$ cat src/rtl/ser_pkg.sv
package ser_pkg;
  typedef enum logic [1:0] {
    PAT_LIVE   = 2'd0,
    PAT_DESKEW = 2'd1,
    PAT_SYNC   = 2'd2,
    PAT_CUSTOM = 2'd3
  } pat_sel_e;
endpackage

$ cat src/rtl/ser_bit_timer.sv
module ser_bit_timer #(
  parameter int WORD_W = 12
) (
  input  logic clk_i,
  input  logic rst_ni,
  input  logic step_i,
  output logic load_o
);
  localparam int CNT_W = $clog2(WORD_W);
  localparam logic [CNT_W-1:0] LAST = CNT_W'(WORD_W - 1);

  logic [CNT_W-1:0] pos_q;

  // reset parks on the last bit so the first step loads
  always_ff @(posedge clk_i or negedge rst_ni) begin
    if (!rst_ni)     pos_q <= LAST;
    else if (step_i) pos_q <= (pos_q == LAST) ? '0 : pos_q + 1'b1;
  end

  assign load_o = step_i && (pos_q == LAST);


  wrap_chk: assert property (@(posedge clk_i) disable iff (!rst_ni)
    (step_i && pos_q == LAST) |=> (pos_q == '0));

  pos_hold_chk: assert property (@(posedge clk_i) disable iff (!rst_ni)
    !step_i |=> $stable(pos_q));
endmodule

$ cat src/rtl/ser_word_sel.sv
module ser_word_sel
  import ser_pkg::*;
#(
  parameter int WORD_W = 12
) (
  input  logic [WORD_W-1:0] sample_i,
  input  pat_sel_e          sel_i,
  input  logic [WORD_W-1:0] custom_i,
  input  logic              msb_first_i,
  input  logic              blank_i,
  output logic [WORD_W-1:0] word_o
);
  logic [WORD_W-1:0] deskew_w, sync_w, raw_w, rev_w;

  always_comb begin
    for (int i = 0; i < WORD_W; i++) begin
      deskew_w[i] = (i % 2) == 1;
      sync_w[i]   = i < (WORD_W / 2);
    end
  end

  always_comb begin
    unique case (sel_i)
      PAT_DESKEW: raw_w = deskew_w;
      PAT_SYNC:   raw_w = sync_w;
      PAT_CUSTOM: raw_w = custom_i;
      default:    raw_w = sample_i;
    endcase
  end

  always_comb begin
    for (int i = 0; i < WORD_W; i++) rev_w[i] = raw_w[WORD_W-1-i];
  end

  assign word_o = blank_i ? '0 : (msb_first_i ? rev_w : raw_w);
endmodule

$ cat src/rtl/ser_lane_shift.sv
module ser_lane_shift #(
  parameter int WORD_W = 12
) (
  input  logic              clk_i,
  input  logic              rst_ni,
  input  logic              step_i,
  input  logic              load_i,
  input  logic [WORD_W-1:0] word_i,
  output logic              serial_o
);
  logic [WORD_W-1:0] sr_q;

  always_ff @(posedge clk_i or negedge rst_ni) begin
    if (!rst_ni)      sr_q <= '0;
    else if (load_i)  sr_q <= word_i;
    else if (step_i)  sr_q <= {1'b0, sr_q[WORD_W-1:1]};
  end

  assign serial_o = sr_q[0];


  sr_hold_chk: assert property (@(posedge clk_i) disable iff (!rst_ni)
    !step_i |=> $stable(sr_q));
endmodule

$ cat src/rtl/frame_serializer.sv
module frame_serializer
  import ser_pkg::*;
#(
  parameter int NUM_CH = 8,
  parameter int WORD_W = 12
) (
  input  logic                     clk_i,
  input  logic                     rst_ni,
  input  logic                     step_i,
  input  logic [NUM_CH*WORD_W-1:0] sample_i,
  input  logic [1:0]               pat_sel_i,
  input  logic [WORD_W-1:0]        custom_i,
  input  logic                     msb_first_i,
  input  logic [NUM_CH-1:0]        pwr_dn_i,
  output logic [NUM_CH-1:0]        lane_o,
  output logic                     frame_clk_o,
  output logic                     bit_clk_o
);
  localparam int HALF_W = WORD_W / 2;

  logic load;
  logic [WORD_W-1:0] frame_word, bitclk_word;
  pat_sel_e sel;

  assign sel = pat_sel_e'(pat_sel_i);

  always_comb begin
    for (int i = 0; i < WORD_W; i++) begin
      frame_word[i]  = i < HALF_W;
      bitclk_word[i] = (i % 2) == 0;
    end
  end

  ser_bit_timer #(.WORD_W(WORD_W)) u_timer (
    .clk_i (clk_i),
    .rst_ni(rst_ni),
    .step_i(step_i),
    .load_o(load)
  );

  for (genvar c = 0; c < NUM_CH; c++) begin : g_lane
    logic [WORD_W-1:0] word;

    ser_word_sel #(.WORD_W(WORD_W)) u_sel (
      .sample_i   (sample_i[c*WORD_W +: WORD_W]),
      .sel_i      (sel),
      .custom_i   (custom_i),
      .msb_first_i(msb_first_i),
      .blank_i    (pwr_dn_i[c]),
      .word_o     (word)
    );

    ser_lane_shift #(.WORD_W(WORD_W)) u_shift (
      .clk_i   (clk_i),
      .rst_ni  (rst_ni),
      .step_i  (step_i),
      .load_i  (load),
      .word_i  (word),
      .serial_o(lane_o[c])
    );


    blank_chk: assert property (@(posedge clk_i) disable iff (!rst_ni)
      (load && pwr_dn_i[c]) |=> !lane_o[c]);
  end

  // clock lanes share the data shift path
  ser_lane_shift #(.WORD_W(WORD_W)) u_frame_lane (
    .clk_i   (clk_i),
    .rst_ni  (rst_ni),
    .step_i  (step_i),
    .load_i  (load),
    .word_i  (frame_word),
    .serial_o(frame_clk_o)
  );

  ser_lane_shift #(.WORD_W(WORD_W)) u_bitclk_lane (
    .clk_i   (clk_i),
    .rst_ni  (rst_ni),
    .step_i  (step_i),
    .load_i  (load),
    .word_i  (bitclk_word),
    .serial_o(bit_clk_o)
  );


  frame_rise_chk: assert property (@(posedge clk_i) disable iff (!rst_ni)
    $rose(frame_clk_o) |-> $past(load));

  bitclk_toggle_chk: assert property (@(posedge clk_i) disable iff (!rst_ni)
    step_i |=> (bit_clk_o != $past(bit_clk_o)));
endmodule

$ cat config.mk
export PLATFORM = sky130hd
export DESIGN_NAME = frame_serializer
export DESIGN_NICKNAME = d
export VERILOG_FILES = /design/src/rtl/ser_pkg.sv /design/src/rtl/ser_bit_timer.sv /design/src/rtl/ser_word_sel.sv /design/src/rtl/ser_lane_shift.sv /design/src/rtl/frame_serializer.sv
export SDC_FILE = /design/constraint.sdc
export NUM_CORES = 1
export LEC_CHECK = 0
export ABC_AREA = 1
export CORE_MARGIN = 2
export CORE_UTILIZATION = 37
export DETAILED_ROUTE_END_ITERATION = 7
export DONT_BUFFER_PORTS = 1
export PLACE_DENSITY = 0.47
export SETUP_SLACK_MARGIN = 0.5
export SLEW_MARGIN = 5
export SYNTH_ARGS = -nofsm -noshare
export SYNTH_HDL_FRONTEND = slang
export SYNTH_SLANG_ARGS = --single-unit
$ cat constraint.sdc
create_clock -name clk_i -period 2.45 [get_ports clk_i]
set_input_delay 0.1225 -clock clk_i [delete_from_list [all_inputs] [get_ports clk_i]]
set_output_delay 0.1225 -clock clk_i [all_outputs]
set_load 0.02 [all_outputs]
# After elaboration in Yosys (flattened, before gate mapping)
# Index checks and enable logic that the tools add are counted.
[word_totals]
word_cells = 63
ff_bits = 124
input_bits = 122
[op_classes]
addsub = 1
muxes = 45
n_reduce_logical = 2
n_eq_ne = 4
[ops]
columns = ["cell", "count"]
rows = [
  ["$mux W12", 36],
  ["$pmux W12 S3", 8],
  ["$add A4 B1 Y4 const B", 1],
  ["$eq A2 B2 Y1 const B", 2],
  ["$eq A4 B4 Y1 const B", 1],
  ["$mux W4", 1],
  ["$eq A2 B1 Y1 const B", 1],
  ["$reduce_bool A2 Y1", 1],
  ["$logic_and A1 B1 Y1", 1],
]

# Depth between registers and ports, before layout
# Gate-level depths: netlist of run 1.
[logic_depth]
word_depth = 5
depth_mapped = 7

# By module
# A second synthesis of run 1 with hierarchy kept.
[hier_totals]
cells_unflattened = 1520
area_unflattened_um2 = 9390.3
[by_module_without_submodules]
columns = ["mod", "n_inst", "cells_each", "seq_area_each_um2", "area_per_inst_um2"]
rows = [
  ["ser_lane_shift", 10, 65, 300.3, 546.8],
  ["ser_word_sel", 8, 105, 0.0, 462.9],
  ["ser_bit_timer", 1, 28, 103.8, 211.5],
  ["frame_serializer", 1, 2, 0.0, 7.5],
]

# Worst setup path before layout of run 1
# No wires, ideal clock.
[synth_timing]
path_type = "reg2reg"
from = "reg u_timer.pos_q[0]"
to = "reg g_lane[0].u_shift.sr_q[10]"
t_arrival_ns = 1.509
stages_incl_launch_ff = 7
setup_slack_ns = 0.864
n_path_buf = 1
cell_sequence = "dfstp_2 > ha_1 > nand4_2 > nor2_1 > buf_2 > nand3_1 > a21oi_1"
[synth_via]
elab_chain_cells = 3
elab_cells_between_ends = 4
[synth_rtl]
columns = ["element", "line_no", "rtl"]
rows = [
  ["start: declaration", "ser_bit_timer.sv:12", "logic [CNT_W-1:0] pos_q;"],
  ["start signal: assignment", "ser_bit_timer.sv:17", "else if (step_i) pos_q <= (pos_q == LAST) ? '0 : pos_q + 1'b1;"],
  ["$eq A4 B4 Y1 *", "ser_bit_timer.sv:20", "assign load_o = step_i && (pos_q == LAST);"],
  ["$logic_and A1 B1 Y1 *", "ser_bit_timer.sv:20", ""],
  ["$mux W12 or $reduce_bool A2 Y1 (tied branches)", "--", ""],
  ["end signal: assignment", "ser_lane_shift.sv:15", "else if (load_i) sr_q <= word_i;"],
  ["end signal: assignment", "ser_lane_shift.sv:16", "else if (step_i) sr_q <= {1'b0, sr_q[WORD_W-1:1]};"],
  ["end: declaration", "ser_lane_shift.sv:11", "logic [WORD_W-1:0] sr_q;"],
]
# Every way passes the cells marked *; elsewhere a longest branch is shown, timed or not.
# A chain may end at the register's enable or synchronous reset.

# Final worst setup path of run 1
[layout_timing]
from = "reg u_timer.pos_q[0]"
to = "reg g_lane[7].u_shift.sr_q[0]"
[layout_via]
elab_chain_cells = 3
elab_cells_between_ends = 4
[layout_rtl]
columns = ["element", "line_no"]
rows = [
  ["$eq A4 B4 Y1 *", "ser_bit_timer.sv:20"],
  ["$logic_and A1 B1 Y1 *", "ser_bit_timer.sv:20"],
  ["$mux W12 or $reduce_bool A2 Y1 (tied branches)", "--"],
  ["end signal: assignment", "ser_lane_shift.sv:15"],
  ["end signal: assignment", "ser_lane_shift.sv:16"],
  ["end: declaration", "ser_lane_shift.sv:11"],
]
# Marks and branches as above.

==> results.yml, run 1 <==
floorplan:
  num_io_pins: 132
  die_h_um: 141
  initial_core_util_pct: 37.4
  die-area_um2: 19900
  core_um2: 18600
  die_w_um: 141
  fp-row-count: 50
yosys:
  synthMuxAreaShare_pct: 0
  yosysUniqueCellTypes: 17
  syn_nets: 1137
  synth-xor-area-share_pct: 0
  netlist_area_um2: 6950
  synthAdderAreaFrac_pct: 0.180
  synth_compound_area_share_pct: 13.9
  synth_area_leaders: "dfrtp_1 (41%), nand3_1 (18%), a21oi_1 (13%), nand2_1 (12%), nor2_1 (5.2%)"
  synth_edf_count: 0
  synth_top_area_cell: "dfrtp_1"
  postSynthRegisterBits: 116
  synth_simple_gate_area_share_pct: 35.2
  synth_warnings: 0
  avgSynthCellArea_um2: 6.85
  ys_seq_area_share_pct: 41.8
  synth.most_common_cell: "nand3_1"
  synthFlopType: "dfrtp_1"
  netlist_top_cells_count: "nand3_1 (253), nand2_1 (213), a21oi_1 (178)"
  synth_cells: 1014
  netlist.area_leader.share_pct: 40.7
  async_reset_ff_share_pct: 100
  synth_top_family_by_area: "simple AND/OR/NAND/NOR gates"
worst_setup_path:
  cp_slowest_stage_delay_ps: 560
  critical_path_buf_inv_count: 1
  crit_path_top_delay_cell: "dfstp_2"
  endpoint_kind: "flip-flop"
  path_max_fanout: 12
  cp_top_family: "simple AND/OR/NAND/NOR gates"
  start_kind: "flip-flop"
  cp.arrival_ps: 2200
  cp.required_ps: 2790
  cp-startpoint: "u_timer.pos_q[0]$_DFFE_PN1P_"
  path_cells: "ha_2 -> nand4_2 -> nor2_1 -> buf_4 -> nand3_1 -> a21oi_1"
  crit_type: "reg2reg"
  r2r_start: "u_timer.pos_q[0]$_DFFE_PN1P_"
grt:
  grt.total_usage_pct: 25.4
  antenna_found_initial: 0
  grt_pass1_wl_um: 38800
  grt_overflow_total: 0
  grt_pass1_vias: 6937
  grt_max_degree: 117
drt:
  drtPass1Iterations: 5
  viasPerCell: 5.71
  drt_iter0_drc: 584
  vias: 7127
  antenna_left: 0
  totalWireLength_um: 24700
  drc: 0
  routedWlPerCell_um: 19.8
finish:
  final_layout_size_suffix_gt1_share_pct: 6.50
  final_net_count: 1126
  n_antenna_cell: 0
  fillers: 1995
  seqCellArea_um2: 2910
  synthToLayoutAreaGrowth_pct: 16.7
  stdcell_count: 1249
  multi_input_area_um2: 3480
timing:
  max_freq_ghz: 0.539
  hold_slack_ps: -599
  finalCriticalPeriod_ps: 1860
  skew_ps: 8.69
  post-route-period-util_pct: 75.7
  worstMarginPinSlew_ps: 919
  tns_ps: 0
  rsz0062_at_grt: "no"
  drv_slew: 0
  hold_viol_final: 116
  slew_headroom_pct: 38.6
  setup_viol: 0
clock_tree:
  root_buffer: "clkbuf_16"
  path_clk_slew_ps: 60
  cts_hold_buffers: 36
  clock_sinks: 116
  numCtsBuffers: 17
  post_cts.repair.setup_buffers: 0
  insertion_delay_ps: 420
  cts_tree: "done"
  clk_path_buf_depth: 2
  htree_levels: 4
power:
  p_leak_nw: 3.50
  vdd_ir_drop_max_mv: 0.509
  power_w: 0.00688
  power_density_nw_per_um2: 849
run:
  maxCapViolCount: 0
place:
  place_inst: 1180
  dp.final_hpwl_um: 14800
  portBuffers: 0
  gp_congestion: 0.780
run_status:
  status: "finished with violations"
  violations: "hold timing"
worst_hold_path:
  min_path_type: "in2async"
worst paths after layout:
path | end | depth (start not counted) | slack [ps]
setup / recovery | g_lane[7].u_shift.sr_q[0]$_DFFE_PN0P_ | 6 | 590
hold / removal | g_lane[1].u_shift.sr_q[10]$_DFFE_PN0P_ | 0 | -600
setup reg to reg | g_lane[7].u_shift.sr_q[0]$_DFFE_PN0P_ | 6 | 590
hold reg to reg | g_lane[6].u_shift.sr_q[11]$_DFFE_PN0P_ | 2 | 480
max in group asynchronous | u_timer.pos_q[0]$_DFFE_PN1P_ | 0 | 2790
min in group clk_i | g_lane[6].u_shift.sr_q[6]$_DFFE_PN0P_ | 4 | 10
cells by family after synthesis:
family | count (synthesis)
AOI/OAI and AO/OA | 191
DFF | 116
and+or+nand+nor | 565
adders and majority gates | 1
buffers and inverters | 141
placed cells by master, fill, tap and decap left out, drive strengths merged, types with 10 or more instances in the layout:
master / instances
nand2: 213
a21oi: 178
dfrtp: 113
inv: 49
clkbuf: 20
o22ai: 10
buf: 25
nand3: 254
dlygate4sd3: 34
nor2: 97
stage by stage:
stage / hold slack [ps] / util [%] / worst slack, ps / instance area (um2)
5_1_grt: -619 / 43.6 / 511 / 8110
3_5_place_dp: -168 / 38.0 / 433 / 7060
6_report: -599 / 43.6 / 595 / 8110
3_3_place_gp: -168 / 38.0 / 495 / 7060
2_1_floorplan: -173 / - / 864 / 6950
4_1_cts: -612 / 43.5 / 557 / 8080
state kept, by name (all words and copies together) (netlist names):
| name | count |
|---|---|
| g_lane.u_shift.sr_q | 96 |
| u_bitclk_lane.sr_q | 10 |
| u_timer.pos_q | 4 |
| u_frame_lane.sr_q | 6 |
metal layers:
| metal | track usage (%) | up-vias | share of wire, % |
|---|---|---|---|
| met1 | 34.2 | 3463 | 45 |
| met5 | 0 | - | 0 |
| li1 | - | 3379 | - |
| met4 | 8.11 | 0 | 2.4 |
| met3 | 5.03 | 46 | 5.5 |
| met2 | 41.4 | 239 | 47 |
timing repair:
| item | in CTS | in global routing |
|---|---|---|
| pin swaps | 1 | 2 |
| cloned | 0 | 2 |
| gates resized for setup | 2 | 1 |
| endpoints found under the hold margin | 231 | 116 |
| setup endpoints to repair | 88 | 77 |
where the power goes:
group          total, W  switching [W]  internal [W]
clock network   0.00264       0.000904       0.00174
registers       0.00288       0.000412       0.00247
logic           0.00136       0.000783      0.000579
total           0.00688        0.00210       0.00478
cell type report:
cell class,count,area share [%]
Multi-Input combinational cell,759,43.0
Sequential cell,116,35.8
Timing Repair Buffer,59,7.67
Clock buffer,20,5.63
Tap cell,234,3.61
Inverter,50,2.33
Clock inverter,11,1.94
(Power assumes the default switching activity.)
==> inputs of run 2 (changes only) <==
--- a/config.mk
+++ b/config.mk
@@ -10,7 +10,7 @@
 export CORE_UTILIZATION = 37
 export DETAILED_ROUTE_END_ITERATION = 7
 export DONT_BUFFER_PORTS = 1
-export PLACE_DENSITY = 0.47
+export PLACE_DENSITY = 0.49
 export SETUP_SLACK_MARGIN = 0.5
 export SLEW_MARGIN = 5
 export SYNTH_ARGS = -nofsm -noshare
==> constraint.sdc (replaced) <==
create_clock -name clk_i -period 1.7 [get_ports clk_i]
set_input_delay 0.085 -clock clk_i [delete_from_list [all_inputs] [get_ports clk_i]]
set_output_delay 0.085 -clock clk_i [all_outputs]
set_load 0.02 [all_outputs]
==> run 2 against run 1 <==
  * The flow still finishes with violations (hold timing)
  * Sequential cell count stayed put
  * Sequential share of layout area is 7.4 points lower
  * Clock skew is 1.6 ps lower
  * Fmax is 12% higher
  * Final cell count is 8.7% higher
  * Critical endpoint is now g_lane[5].u_shift.sr_q[8]$_DFFE_PN0P_
  * Largest power group unchanged
  * Routed wire length is 11% higher
  * Power is 58% higher
  * Via count is 8.1% higher
==> results.yml, run 2 (synthesis results as in run 1) <==
finish:
  synthToLayoutAreaGrowth_pct: 46.8
  final_net_count: 1234
  largest_reg_flops: 96
  final_layout_size_suffix_gt1_share_pct: 22.9
  final_area_um2: 10200
  mostFrequentLayoutCells: "nand3_1 (225), nand2_1 (210), dfrtp_1 (113)"
  n_antenna_cell: 0
  regMostFlops: "g_lane.u_shift.sr_q"
  reg_top3: "g_lane.u_shift.sr_q (96), u_bitclk_lane.sr_q (10), u_frame_lane.sr_q (6)"
  final_common_cell: "nand3_1"
place:
  gp_congestion: 0.786
  place_area_um2: 7180
  portBuffers: 0
  dp.final_hpwl_um: 15000
drt:
  vias: 7702
  drtPass1Iterations: 5
  wl_met3_um: 1920
  drc: 0
  viasPerCell: 5.67
  top_layer: "met4"
  met1_length_um: 11800
  routedWlPerCell_um: 20.3
  antenna_left: 0
  drt_iter0_drc: 554
  wl_met2_um: 12900
  totalWireLength_um: 27600
worst_setup_path:
  cp.arrival_ps: 1950
  crit_path_top_delay_cell: "dfstp_2"
  endpoint_kind: "flip-flop"
  cp-startpoint: "u_timer.pos_q[0]$_DFFE_PN1P_"
  cp_slowest_stage_delay_ps: 560
  start_kind: "flip-flop"
  reg2reg_setup_slack_ps: 40
  r2r_start: "u_timer.pos_q[0]$_DFFE_PN1P_"
  cp.required_ps: 2000
  ff2ff_path_depth: 7
  path_cells: "ha_4 -> buf_6 -> nand3_4 -> buf_8 -> buf_16 -> a21oi_1 -> a21oi_2"
  crit_path_end: "g_lane[5].u_shift.sr_q[8]$_DFFE_PN0P_"
  r2r-end: "g_lane[5].u_shift.sr_q[8]$_DFFE_PN0P_"
  path_max_fanout: 8
  crit_type: "reg2reg"
timing:
  post-route-period-util_pct: 97.6
  hold_viol_final: 188
  rsz0062_at_grt: "yes"
  worstMarginPinSlew_ps: 512
  skew_ps: 7.09
  hold_slack_ps: -636
  drv_slew: 0
  finalCriticalPeriod_ps: 1660
  max_freq_ghz: 0.603
  setup_viol: 0
  slew_headroom_pct: 65.9
grt:
  grt_pass1_wl_um: 41800
  grt.total_usage_pct: 27.5
  grt_max_degree: 117
  grt_overflow_total: 0
  antenna_found_initial: 0
  grt_pass1_vias: 7469
floorplan:
  die_w_um: 141
  initial_core_util_pct: 37.4
  core_um2: 18600
  die-area_um2: 19900
  die_h_um: 141
  fp-row-count: 50
  num_io_pins: 132
power:
  p_leak_nw: 4.13
  power_w: 0.0109
  power_density_nw_per_um2: 1070
  vdd_ir_drop_max_mv: 0.797
clock_tree:
  htree_levels: 4
  path_clk_slew_ps: 60
  insertion_delay_ps: 420
  clock_sinks: 116
  clk_path_buf_depth: 2
  numCtsBuffers: 17
  root_buffer: "clkbuf_16"
  cts_tree: "done"
run_status:
  status: "finished with violations"
  violations: "hold timing"
run:
  maxCapViolCount: 0
worst_hold_path:
  min_path_type: "in2async"
## run 2: changes by cell type in the layout (fill, tap and decap cells not counted), moves of 14 or more
cell           change
a21oi_4           +23
a21oi_1          -114
buf_6             +14
dlygate4sd3_1     +72
a21oi_2           +91
nand3_2           +25
nand3_1           -27
## run 2: layout make-up
type | count | area, um2
Clock buffer | 21 | 470
Clock inverter | 11 | 108
Fill cell | 1746 | 8380
Inverter | 50 | 189
Multi-Input combinational cell | 758 | 4320
Sequential cell | 116 | 2910
Tap cell | 234 | 293
Timing Repair Buffer | 168 | 1910
## run 2: through the flow
stage	utilization (%)	setup slack [ps]	cells	setup TNS, ps
after floorplan	-	234	1014	0
after global placement	38.7	18.3	1191	0
after detailed placement	38.7	-1.33	1191	-1.33
after CTS	51.5	91.4	1352	0
after global routing	54.9	-5.46	1358	-10.2
final	54.9	40.9	1358	0
## run 2: worst min path at each step
stage / end / cells past startpoint / slack [ps]
detailed placement: g_lane[1].u_shift.sr_q[5]$_DFFE_PN0P_ / 0 / -210
floorplan: g_lane[0].u_shift.sr_q[0]$_DFFE_PN0P_ / 0 / -210
global route: u_bitclk_lane.sr_q[0]$_DFFE_PN0P_ / 0 / -660
global placement: g_lane[1].u_shift.sr_q[5]$_DFFE_PN0P_ / 0 / -210
finish: u_bitclk_lane.sr_q[1]$_DFFE_PN0P_ / 0 / -640
CTS: u_bitclk_lane.sr_q[1]$_DFFE_PN0P_ / 0 / -660
## run 2: power by group
| part | total (W) | internal (W) | switching [W] |
|---|---|---|---|
| clock network | 0.00357 | 0.00225 | 0.00132 |
| logic | 0.00298 | 0.00154 | 0.00145 |
| registers | 0.00433 | 0.00356 | 0.000772 |
| total | 0.0109 | 0.00734 | 0.00354 |
## run 2: routing by layer
metal,vias up,track usage (%)
met5,-,0
met4,0,10.2
met3,53,6.15
met2,285,43.6
met1,3755,36.9
li1,3609,-
## run 2: worst max-delay path, delay by kind of cell (launching register included)
kind / cells / cell delay, ps
AND/OR/NAND/NOR: 1 / 110
adder cells (fa/ha/maj): 1 / 190
flip-flops: 1 / 560
buffers and inverters: 3 / 450
AO/OA/AOI/OAI: 2 / 240
## run 2: what timing repair did
action / CTS / global route
cloned: 12 / 4
pin swaps: 32 / 29
setup endpoints to repair: 113 / 115
resized for setup: 116 / 115
hold buffers: 104 / 2
buffers inserted: 13 / 0
endpoints found under the hold margin: 232 / 194
==> inputs of run 3 (changes only) <==
--- a/config.mk
+++ b/config.mk
@@ -10,7 +10,7 @@
 export CORE_UTILIZATION = 37
 export DETAILED_ROUTE_END_ITERATION = 7
 export DONT_BUFFER_PORTS = 1
-export PLACE_DENSITY = 0.49
+export PLACE_DENSITY = 0.47
 export SETUP_SLACK_MARGIN = 0.5
 export SLEW_MARGIN = 5
 export SYNTH_ARGS = -nofsm -noshare
==> constraint.sdc (replaced) <==
create_clock -name clk_i -period 2.1 [get_ports clk_i]
set_input_delay 0.105 -clock clk_i [delete_from_list [all_inputs] [get_ports clk_i]]
set_output_delay 0.105 -clock clk_i [all_outputs]
set_load 0.02 [all_outputs]
==> run 3 against run 2 <==
  * The run still ends with hold timing left
  * Sequential share of layout area is 0.31 points higher
  * Core utilization is 0.59 points lower
  * Count of clock-buffer cells in the layout is 3 higher
  * Clock skew is 3.6 ps higher
  * Power is 17% lower
  * Sequential power is 19% lower
  * Routed wire length is 1.1% higher
  * Sequential cell count stayed put
  * First-iteration DRC count is 11% higher
  * Worst hold slack better by 20 ps
==> results.yml, run 3 (synthesis results as in run 1) <==
timing:
  max_freq_ghz: 0.615
  hold_slack_ps: -616
  drv_slew: 0
  worstMarginPinSlew_ps: 980
  finalCriticalPeriod_ps: 1630
  setup_viol: 0
  hold_viol_final: 116
  tns_ps: 0
  rsz0062_at_grt: "yes"
  skew_ps: 10.7
  post-route-period-util_pct: 77.4
  slew_headroom_pct: 34.7
drt:
  vias: 7765
  totalWireLength_um: 27800
  drtPass1Iterations: 5
  drc: 0
  viasPerCell: 5.76
  drt_iter0_drc: 613
  antenna_left: 0
  routedWlPerCell_um: 20.6
finish:
  stdcell_count: 1349
  final_net_count: 1225
  final_common_cell: "nand3_1"
  synthToLayoutAreaGrowth_pct: 45.2
  regMostFlops: "g_lane.u_shift.sr_q"
  reg_top3: "g_lane.u_shift.sr_q (96), u_bitclk_lane.sr_q (10), u_frame_lane.sr_q (6)"
  n_antenna_cell: 0
  largest_reg_flops: 96
  final_layout_size_suffix_gt1_share_pct: 21.9
  mostFrequentLayoutCells: "nand3_1 (227), nand2_1 (212), dfrtp_1 (113)"
floorplan:
  num_io_pins: 132
  core_um2: 18600
  die_h_um: 141
  die_w_um: 141
  initial_core_util_pct: 37.4
  fp-row-count: 50
  die-area_um2: 19900
worst_setup_path:
  reg2reg_setup_slack_ps: 470
  endpoint_kind: "flip-flop"
  cp.arrival_ps: 1920
  crit_type: "reg2reg"
  r2r-end: "g_lane[7].u_shift.sr_q[6]$_DFFE_PN0P_"
  r2r_start: "u_timer.pos_q[1]$_DFFE_PN1P_"
  cp.required_ps: 2390
  ff2ff_path_depth: 7
  start_kind: "flip-flop"
  path_max_fanout: 8
grt:
  grt.total_usage_pct: 26.9
  grt_pass1_vias: 7243
  grt_overflow_total: 0
  grt_pass1_wl_um: 41100
  grt_max_degree: 117
  antenna_found_initial: 0
run:
  maxCapViolCount: 0
run_status:
  status: "finished with violations"
  violations: "hold timing"
place:
  gp_congestion: 0.766
  portBuffers: 0
  place_inst: 1187
  dp.final_hpwl_um: 14700
clock_tree:
  numCtsBuffers: 17
  root_buffer: "clkbuf_16"
  clk_path_buf_depth: 2
  insertion_delay_ps: 420
  cts_tree: "done"
  clock_sinks: 116
  htree_levels: 4
  path_clk_slew_ps: 60
power:
  vdd_ir_drop_max_mv: 0.615
  power_w: 0.00902
  power_density_nw_per_um2: 894
  p_leak_nw: 4.10
worst_hold_path:
  min_path_type: "in2async"
==> run 3: cell count changes in the layout (fill, tap and decap cells not counted), sizes merged <==
| cell | delta |
|---|---|
| clkinv | -7 |
| clkinvlp | +2 |
| clkbuf | +3 |
| nand4 | -1 |
| dlygate4sd3 | -2 |
| bufinv | +2 |
| buf | -6 |
==> run 3: final cells by class <==
| class | count | area, um2 |
|---|---|---|
| Sequential cell | 116 | 2910 |
| Multi-Input combinational cell | 757 | 4300 |
| Clock inverter | 8 | 148 |
| Tap cell | 234 | 293 |
| Fill cell | 1824 | 8490 |
| Inverter | 50 | 189 |
| Timing Repair Buffer | 160 | 1780 |
| Clock buffer | 24 | 482 |
==> run 3: how the worst max path moves through the flow <==
| stage | depth (start not counted) | to | slack, ps | start |
|---|---|---|---|---|
| floorplan | 6 | g_lane[0].u_shift.sr_q[10]$_DFFE_PN0P_ | 510 | u_timer.pos_q[0]$_DFFE_PN1P_ |
| global placement | 6 | g_lane[3].u_shift.sr_q[0]$_DFFE_PN0P_ | 340 | u_timer.pos_q[0]$_DFFE_PN1P_ |
| detailed placement | 6 | g_lane[3].u_shift.sr_q[0]$_DFFE_PN0P_ | 370 | u_timer.pos_q[0]$_DFFE_PN1P_ |
| CTS | 7 | g_lane[2].u_shift.sr_q[10]$_DFFE_PN0P_ | 480 | u_timer.pos_q[1]$_DFFE_PN1P_ |
| global route | 7 | g_lane[3].u_shift.sr_q[2]$_DFFE_PN0P_ | 410 | u_timer.pos_q[1]$_DFFE_PN1P_ |
| finish | 7 | g_lane[7].u_shift.sr_q[6]$_DFFE_PN0P_ | 470 | u_timer.pos_q[1]$_DFFE_PN1P_ |
==> run 3: power breakdown <==
group / internal [W] / switching, W
combinational: 0.00120 / 0.00119
sequential: 0.00288 / 0.000608
clock: 0.00208 / 0.00107
total: 0.00616 / 0.00286
==> run 3: layer usage <==
layer  routed length (um)  part of all wire, %  vias to the layer above  GRT usage, %
li1                     -                    -                     3582             -
met1                12300                   44                     3823          36.3
met2                13100                   47                      311          43.7
met3                 1730                  6.2                       49          5.60
met4                  677                  2.4                        0          8.16
met5                    0                    0                        -             0
==> run 3: critical path: stages (launching register included) <==
cell and delay, ps:
dfstp_2 560, ha_4 150, buf_6 100, nand3_4 90, buf_12 180, clkbuf_16 190, a21oi_2 140, a21oi_1 90
==> run 3: timing repair <==
action / in CTS / in global routing
cloned: 4 / 12
pin swaps: 0 / 39
hold buffers: 99 / 7
gates resized for setup: 12 / 207
setup buffers: 7 / 1
endpoints found under the hold margin: 232 / 161
endpoints found under the setup margin: 102 / 103
==> run 3: through the flow <==
step | cell area [um2] | utilization, % | hold slack [ps] | setup slack (ps)
finish | 10100 | 54.3 | -616 | 474
global route | 10100 | 54.3 | -641 | 406
CTS | 8960 | 48.2 | -633 | 481
detailed placement | 7110 | 38.3 | -186 | 372
global placement | 7110 | 38.3 | -184 | 341
floorplan | 6950 | - | -191 | 514
